[src/rtl/placementPkg.sv]
package placementPkg;

  typedef enum logic [1:0] {
    OUT_LOCAL_HIT  = 2'd0,
    OUT_REMOTE_HIT = 2'd1,
    OUT_FULL_MISS  = 2'd2,
    OUT_RESERVED   = 2'd3
  } lookupOutcome_e;

  typedef struct packed {
    logic doFill;
    logic doMove;
  } selCmd_t;

endpackage

[src/rtl/placementCtrl.sv]
module placementCtrl
  import placementPkg::*;
#(
  parameter int NUM_SPLITS = 8,
  localparam int IDX_W = $clog2(NUM_SPLITS)
) (
  input  logic                  lookupValid,
  input  logic [1:0]            lookupOutcome,
  input  logic [NUM_SPLITS-1:0] assignMask,
  input  logic [IDX_W-1:0]      holderSplit,
  output selCmd_t               cmd
);

  logic maskNonEmpty;
  logic holderOwned;

  always_comb begin
    maskNonEmpty = |assignMask;
    holderOwned  = assignMask[holderSplit];
    cmd          = '0;
    if (lookupValid && maskNonEmpty) begin
      unique case (lookupOutcome_e'(lookupOutcome))
        OUT_FULL_MISS:  cmd.doFill = 1'b1;
        OUT_REMOTE_HIT: cmd.doMove = !holderOwned;
        default:        cmd = '0;
      endcase
    end
  end

endmodule

[src/rtl/placementDatapath.sv]
module placementDatapath
  import placementPkg::*;
#(
  parameter int          NUM_SPLITS = 8,
  parameter int          LFSR_W     = 16,
  parameter logic [15:0] LFSR_SEED  = 16'hACE1,
  parameter logic [15:0] LFSR_TAPS  = 16'hB400,
  localparam int IDX_W = $clog2(NUM_SPLITS),
  localparam int CNT_W = $clog2(NUM_SPLITS + 1)
) (
  input  logic                  clk,
  input  logic                  rst_n,
  input  selCmd_t               cmd,
  input  logic [NUM_SPLITS-1:0] assignMask,
  input  logic [IDX_W-1:0]      holderSplit,
  output logic                  placeValid,
  output logic [NUM_SPLITS-1:0] targetSplit,
  output logic [NUM_SPLITS-1:0] invalSplit
);

  logic [LFSR_W-1:0]     lfsrQ;
  logic [LFSR_W-1:0]     lfsrNext;
  logic [CNT_W-1:0]      setCount;
  logic [LFSR_W-1:0]     divisor;
  logic [LFSR_W-1:0]     remIdx;
  logic [NUM_SPLITS-1:0] pickOneHot;
  logic [NUM_SPLITS-1:0] holderOneHot;

  // Galois LFSR, advances every cycle
  always_comb begin
    lfsrNext = lfsrQ >> 1;
    if (lfsrQ[0]) lfsrNext = lfsrNext ^ LFSR_TAPS[LFSR_W-1:0];
  end

  always_ff @(posedge clk) begin
    if (!rst_n) lfsrQ <= LFSR_SEED[LFSR_W-1:0];
    else        lfsrQ <= lfsrNext;
  end

  // population count of the mask
  always_comb begin
    setCount = '0;
    for (int i = 0; i < NUM_SPLITS; i++) begin
      setCount = setCount + CNT_W'(assignMask[i]);
    end
  end

  // reduce random value to an ordinal among set bits
  always_comb begin
    divisor = (setCount == '0) ? LFSR_W'(1) : LFSR_W'(setCount);
    remIdx  = lfsrQ % divisor;
  end

  // locate the remIdx-th set bit, lowest index first
  always_comb begin
    int seen;
    seen       = 0;
    pickOneHot = '0;
    for (int i = 0; i < NUM_SPLITS; i++) begin
      if (assignMask[i]) begin
        if (seen == int'(remIdx)) pickOneHot[i] = 1'b1;
        seen = seen + 1;
      end
    end
  end

  generate
    for (genvar g = 0; g < NUM_SPLITS; g++) begin : gHolder
      assign holderOneHot[g] = (holderSplit == IDX_W'(g));
    end
  endgenerate

  always_ff @(posedge clk) begin
    if (!rst_n) begin
      placeValid  <= 1'b0;
      targetSplit <= '0;
      invalSplit  <= '0;
    end else begin
      placeValid  <= cmd.doFill | cmd.doMove;
      targetSplit <= (cmd.doFill | cmd.doMove) ? pickOneHot : '0;
      invalSplit  <= cmd.doMove ? holderOneHot : '0;
    end
  end

endmodule

[src/rtl/placementSelector.sv]
module placementSelector
  import placementPkg::*;
#(
  parameter int NUM_SPLITS = 8,
  localparam int IDX_W = $clog2(NUM_SPLITS)
) (
  input  logic                  clk,
  input  logic                  rst_n,
  input  logic                  lookupValid,
  input  logic [1:0]            lookupOutcome,
  input  logic [NUM_SPLITS-1:0] assignMask,
  input  logic [IDX_W-1:0]      holderSplit,
  output logic                  placeValid,
  output logic [NUM_SPLITS-1:0] targetSplit,
  output logic [NUM_SPLITS-1:0] invalSplit
);

  selCmd_t cmd;

  placementCtrl #(.NUM_SPLITS(NUM_SPLITS)) uCtrl (
    .lookupValid  (lookupValid),
    .lookupOutcome(lookupOutcome),
    .assignMask   (assignMask),
    .holderSplit  (holderSplit),
    .cmd          (cmd)
  );

  placementDatapath #(.NUM_SPLITS(NUM_SPLITS)) uData (
    .clk        (clk),
    .rst_n      (rst_n),
    .cmd        (cmd),
    .assignMask (assignMask),
    .holderSplit(holderSplit),
    .placeValid (placeValid),
    .targetSplit(targetSplit),
    .invalSplit (invalSplit)
  );

endmodule

[config.mk]
export PLATFORM = sky130hd
export DESIGN_NAME = placementSelector
export DESIGN_NICKNAME = d
export VERILOG_FILES = /design/src/rtl/placementPkg.sv /design/src/rtl/placementCtrl.sv /design/src/rtl/placementDatapath.sv /design/src/rtl/placementSelector.sv
export SDC_FILE = /design/constraint.sdc
export NUM_CORES = 1
export LEC_CHECK = 0
export CAP_MARGIN = 25
export CELL_PAD_IN_SITES_DETAIL_PLACEMENT = 0
export CELL_PAD_IN_SITES_GLOBAL_PLACEMENT = 1
export CORE_ASPECT_RATIO = 0.7
export CORE_MARGIN = 2
export CORE_UTILIZATION = 25
export CTS_CLUSTER_DIAMETER = 60
export DETAILED_ROUTE_END_ITERATION = 7
export PLACE_DENSITY_LB_ADDON = 0.1
export SLEW_MARGIN = 20
export SYNTH_ARGS = -nofsm -noshare
export SYNTH_HDL_FRONTEND = slang
export SYNTH_SLANG_ARGS = --single-unit
[constraint.sdc]
create_clock -name clk -period 43.8 [get_ports clk]
set_input_delay 8.76 -clock clk [delete_from_list [all_inputs] [get_ports clk]]
set_output_delay 8.76 -clock clk [all_outputs]
set_load 0.005 [all_outputs]
* Word-level counts from Yosys, hierarchy flattened
Cells that the tools add are included.
Widths: inputs -> output; s select.
** Word-level totals
- Flip-flop bits (word level) :: 33
- Word-level logic and storage cells :: 81
** Operators by class
- Add/subtract/negate cells :: 13
- Div/mod/pow operators :: 1
- $lt $le $gt $ge :: 1
- Equal/unequal tests :: 16
- Muxes and demuxes :: 22
- Bitwise operators :: 2
- Reduce and logical (&&, ||, !) cells :: 15
** Operators with widths (number)
- $eq 32x17->1 :: 6
- $mux 32 :: 6
- $add 32x2->32 const B :: 5
- $add 4x1->4 :: 6
- $reduce_and 3->1 :: 8
- $eq 1x16->1 :: 1
- $logic_not 16->1 :: 1
- $mod 16x16->16 :: 1
- $mux 16 :: 1
- $eq 3x3->1 const B :: 4
- $mux 1 :: 12
- $reduce_or 8->1 :: 1
- $eq 3x2->1 const B :: 2
- $logic_not 4->1 :: 1
- $lt 3x4->1 const B :: 1
- $mux 4 :: 1
- $not 3->4 :: 1
- $bmux 1 s3 :: 1
- $eq 3x1->1 const B :: 1
- $logic_not 3->1 :: 1
- $add 1x1->2 :: 1
- $add 1x1->2 const B :: 1
- $eq 2x1->1 const B :: 1
- $eq 2x2->1 const B :: 1
- other kinds (5) :: 5

* Longest topological paths before layout
- Depth after elaboration :: 15
- Depth in mapped cells :: 154
- Gate-level depth less buffers :: 148

* Hierarchy
From an unflattened synthesis, not the netlist that was laid out.
** Unflattened totals
- Cells, all modules :: 886
- Area total of the unflattened synthesis :: 6911.6 um^2
** By module, submodules not included
- placementDatapath :: instances 1, cells an instance 878, area each 6805.3 um^2, sequential area each 660.6 um^2
- placementCtrl :: instances 1, cells an instance 8, area each 106.4 um^2, sequential area each 0.0 um^2

* Worst setup path before layout
No wires, ideal clock.
- Path type :: in2reg
- From :: in assignMask[0]
- To :: reg uData.targetSplit[7]
- Library setup time :: 88 ps
- Arrival time :: 39672 ps
- Data required time :: 43712 ps
- Slack :: 4040 ps
- Stages :: 147
- Cell sequence :: inv_1 -> ha_1 -> inv_1 -> fa_1 -> fa_1 -> fa_1 -> inv_1 -> fa_1 -> buf_2 -> nor2_1 -> a31oi_2 -> o21ai_0 -> inv_1 -> ha_1 -> nor4b_1 -> a211oi_1 -> and3_1 -> ha_1 -> (+111 left out) -> o211ai_1 -> nor3_1 -> o21ai_1 -> or4_1 -> clkbuf_1 -> nor2_1 -> a21oi_1 -> fa_1 -> a21o_1 -> a21o_1 -> nor2_1 -> and3_1 -> o22ai_1 -> nor3_4 -> mux2i_1 -> nor3_1 -> or3_1 -> nor4_2
** On the way
- Longest elaborated chain between the ends :: 15
- Elaborated cells on any way between the ends :: 34
** Ends and longest elaborated chain
- start, declared :: RTL line placementSelector.sv:11 : input logic [NUM_SPLITS-1:0] assignMask,
- parallel branches: the longest is 15 deep, another holds $mod 16x16->16
- end signal, assigned :: RTL line placementDatapath.sv:80 : targetSplit <= (cmd.doFill | cmd.doMove) ? pickOneHot : '0;
- end, declared :: RTL line placementDatapath.sv:17 : output logic [NUM_SPLITS-1:0] targetSplit,
Several ways; the timed one is not identified. The select of a mux whose other input is x is not followed.
A chain may end at the register's enable or synchronous reset.

* Final worst setup path
- From :: in assignMask[0]
- To :: reg uData.targetSplit[1]
** On the way
- Longest elaborated chain between the ends :: 12
- Elaborated cells on any way between the ends :: 22
** Ends and longest elaborated chain
- $add 1x1->2 :: RTL line placementDatapath.sv:44 : setCount = setCount + CNT_W'(assignMask[i]);
- $add 4x1->4 (6 in series) :: RTL line placementDatapath.sv:44
- $logic_not 4->1 :: RTL line placementDatapath.sv:50 : divisor = (setCount == '0) ? LFSR_W'(1) : LFSR_W'(setCount);
- $mux 4 :: RTL line placementDatapath.sv:50
- $mod 16x16->16 :: RTL line placementDatapath.sv:51 : remIdx = lfsrQ % divisor;
- $eq 1x16->1 :: RTL line placementDatapath.sv:61 : if (seen == int'(remIdx)) pickOneHot[i] = 1'b1;
- $mux 1 :: RTL line placementDatapath.sv:61
Several ways; a longest one is shown, not always the timed one. The select of a mux whose other input is x is not followed.

==> out/qor.tcl <==
set qor(critical-path-max-stage-delay_ps) 670
set qor(fp.dieW_um) 209
set qor(outcome) {finished, final reports clean}
set qor(finalWeightedCongestion) 0.778
set qor(clk_pin_slew_worst_paths_ps) 60
set qor(dp_hpwl_um) 20400
set qor(cts.root.buffer_cell) {sky130_fd_sc_hd__clkbuf_16}
set qor(synth_top_flop_cell) {sky130_fd_sc_hd__dfxtp_1}
set qor(critical_path_end_type) {flop}
set qor(postSynthAreaPerCell_um2) 7.60
set qor(critPathLaunchType) {primary input}
set qor(drc_markers) 0
set qor(floorplan.die_area_mm2) 0.0308
set qor(design.portCount) 33
set qor(cts-buffers-inserted) 5
set qor(wire_per_inst_um) 16.6
set qor(grt-ovfl-total) 0
set qor(area_growth_syn_to_layout_pct) 25.0
set qor(setup_tns_ps) 0
set qor(netlist_area_mm2) 0.00735
set qor(grt_usage) 0.159
set qor(max_transition_viols_final) 0
set qor(worstSetupPathType) {in2reg}
set qor(max_clock_freq_mhz) 24.4
set qor(yosys_register_bits) 33
set qor(hold_path.class) {reg2reg}
set qor(tritoncts_clock_tree) {done}
set qor(min_path_cells) 2
set qor(crit_required_ps) 44030
set qor(dr.pass1.iters) 5
set qor(min_tclk_post_route_ps) 41030
set qor(hold_viol_final) 0
set qor(clock_path_buffers) 2
set qor(finalSetupViolations) 0
set qor(path_depth_of_the_worst_reg2reg_path) 139
set qor(worst_setup_sp) {assignMask[0]}
set qor(r2r_end) {uData.targetSplit[1]$_SDFF_PN0_}
set qor(grt_max_degree) 19
set qor(max_slew.worst_pin.slew_ps) 914
set qor(cpMostUsedCell) {sky130_fd_sc_hd__ha_1}
set qor(die_height_um) 147
set qor(ys_types) 112
set qor(timing.critical_path.to) {uData.targetSplit[1]$_SDFF_PN0_}
set qor(finClkSkew_ps) 6.41
set qor(ys_warn_count) 0
set qor(r2r-start) {uData.lfsrQ[15]$_SDFF_PN1_}
set qor(antenna_found_initial) 0
set qor(htreeDepth) 2
set qor(n_antenna_cell) 0
set qor(starting_density_of_the_core) 0.254
set qor(detail-route-antenna-nets) 0
set qor(detail_route.vias_per_cell) 5.12
set qor(grt_setup_unrepaired) {false}
set qor(synthCells) 966
set qor(grt_pass1_wl_um) 40000
set qor(cts.sinks) 33
set qor(finish.net_count) 1188
set qor(dpl-instance-area_mm2) 0.00890
set qor(numPortBuffers) 32
set qor(max_cap_violations) 0
set qor(synth_enable_flop_cells) 0
set qor(stdcell_area_mm2) 0.00918
set qor(row_count) 52
set qor(worst-r2r-setup-slack_ps) 14270
set qor(clk-insertion-delay-late_ps) 280
set qor(timing.critical_path.slowest_stage_cell) {sky130_fd_sc_hd__or4_1}
set qor(synthArstFlopShare) 0
set qor(sequential_area_share_after_synthesis) 0.0899
set qor(critPathMaxFanout) 9
set qor(layout-drive-gt1-share) 0.196
set qor(worstPathArrival_ps) 41260
set qor(final.hold.worst_slack_ps) 488
set qor(synthesis.nets) 1055
set qor(finalCritPeriodShare) 0.937
set qor(core-area_mm2) 0.0289
set qor(iteration_0_drc_markers) 438
set qor(routed_vias) 7564
set qor(postRouteWirelength_um) 24600
set qor(slew-limit-headroom) 0.390
set qor(first_global_vias) 7173
[per-layer routing]
metal	GRT usage	wire length (µm)	up-vias	part of all wire
met5	0	0	-	0
met3	0.0117	702	4	0.029
met1	0.272	14700	3497	0.60
met2	0.214	9050	123	0.37
li1	-	-	3940	-
met4	0.0150	57	0	0.0023
[metrics by stage]
step	std cells	worst slack [ps]	util
2_1_floorplan	966	4040	-
3_3_place_gp	1464	1780	0.308
4_1_cts	1472	1770	0.315
6_report	1478	2770	0.318
3_5_place_dp	1464	1660	0.308
5_1_grt	1478	26.4	0.318
[registers in the layout (all words and copies together) (netlist names)]
register           count
uData.invalSplit       8
uData.targetSplit      8
uData.lfsrQ           16
uData.placeValid       1
[synth_stat cells (all sizes together), types with 6 or more instances]
master,n,area share
nand2,79,0.041
a211o,7,0.0083
nor2b,7,0.0060
nand2b,21,0.018
o211ai,12,0.015
o21a,34,0.035
nand4,14,0.013
o31ai,11,0.014
mux2i,37,0.053
or4,6,0.0061
nor2,86,0.044
mux2,22,0.035
nor4,15,0.015
nand3,19,0.014
a31oi,12,0.011
o21ai,49,0.035
and3,14,0.013
xnor2,34,0.042
clkbuf,17,0.0087
a21o,17,0.017
a211oi,10,0.012
o2111ai,6,0.0089
and2,22,0.019
dfxtp,33,0.090
inv,43,0.022
xor2,29,0.035
ha,68,0.12
nor3,56,0.043
buf,7,0.0065
or2,14,0.012
a21oi,51,0.037
or3,11,0.0094
[placed cells by master, fill, tap and decap left out, types with 21 or more instances in the layout]
master                            synthesis  layout
sky130_fd_sc_hd__a21oi_1                 48      47
sky130_fd_sc_hd__and2_1                  21      21
sky130_fd_sc_hd__buf_4                    0     116
sky130_fd_sc_hd__clkdlybuf4s50_1          0      32
sky130_fd_sc_hd__dfxtp_1                 33      33
sky130_fd_sc_hd__ha_1                    68      68
sky130_fd_sc_hd__inv_1                   43      43
sky130_fd_sc_hd__mux2i_1                 32      31
sky130_fd_sc_hd__nand2_1                 78      78
sky130_fd_sc_hd__nand2b_1                21      21
sky130_fd_sc_hd__nor2_1                  86      86
sky130_fd_sc_hd__nor3_1                  52      52
sky130_fd_sc_hd__o21a_1                  34      34
sky130_fd_sc_hd__o21ai_0                 39      38
sky130_fd_sc_hd__xnor2_1                 33      32
sky130_fd_sc_hd__xor2_1                  29      29
[area by class of cell]
type | count | area, µm²
flip-flops and latches | 33 | 661
inverters | 43 | 161
clock inverters | 3 | 68.8
multi-input cells | 866 | 6460
well taps | 378 | 473
fillers | 3144 | 19700
repair buffers | 150 | 1230
clock buffers | 5 | 125
[worst min path at each step]
| stage | start | to | slack, ps |
|---|---|---|---|
| final | uData.lfsrQ[8]$_SDFF_PN0_ | uData.lfsrQ[7]$_SDFF_PN1_ | 490 |
| after global routing | uData.lfsrQ[10]$_SDFF_PN1_ | uData.lfsrQ[9]$_SDFF_PN0_ | 510 |
| after CTS | uData.lfsrQ[8]$_SDFF_PN0_ | uData.lfsrQ[7]$_SDFF_PN1_ | 500 |
| after detailed placement | uData.lfsrQ[12]$_SDFF_PN0_ | uData.lfsrQ[11]$_SDFF_PN1_ | 480 |
| after global placement | uData.lfsrQ[10]$_SDFF_PN1_ | uData.lfsrQ[9]$_SDFF_PN0_ | 470 |
| after floorplan | uData.lfsrQ[12]$_SDFF_PN0_ | uData.lfsrQ[11]$_SDFF_PN1_ | 430 |
[kinds of logic (layout without fill, tap and decap cells)]
| family | Yosys count | count (layout) | synth area share |
|---|---|---|---|
| AO/OA/AOI/OAI | 285 | 285 | 0.297 |
| XOR/XNOR | 63 | 63 | 0.0761 |
| adder cells (fa/ha/maj) | 73 | 73 | 0.129 |
| buffers and inverters | 67 | 201 | 0.0371 |
| flip-flops | 33 | 33 | 0.0899 |
| multiplexers | 61 | 61 | 0.0939 |
| AND/OR/NAND/NOR | 384 | 384 | 0.277 |
[critical path: cells and delay by family]
| family | cells | cell delay, ps |
|---|---|---|
| adder cells (fa/ha/maj) | 21 | 6520 |
| AO/OA/AOI/OAI | 66 | 12540 |
| multiplexers | 9 | 2570 |
| buffers and inverters | 16 | 2610 |
| AND/OR/NAND/NOR | 40 | 8270 |
[repair_timing]
action | CTS | global route
resized for setup | 0 | 9
setup endpoints to repair | 0 | 8
hold endpoints to repair | 0 | 0
hold buffers | 0 | 0
buffers inserted | 0 | 6
Power is not shown: default switching activity piles up to over one toggle a cycle in this logic, so the estimate is an artifact.
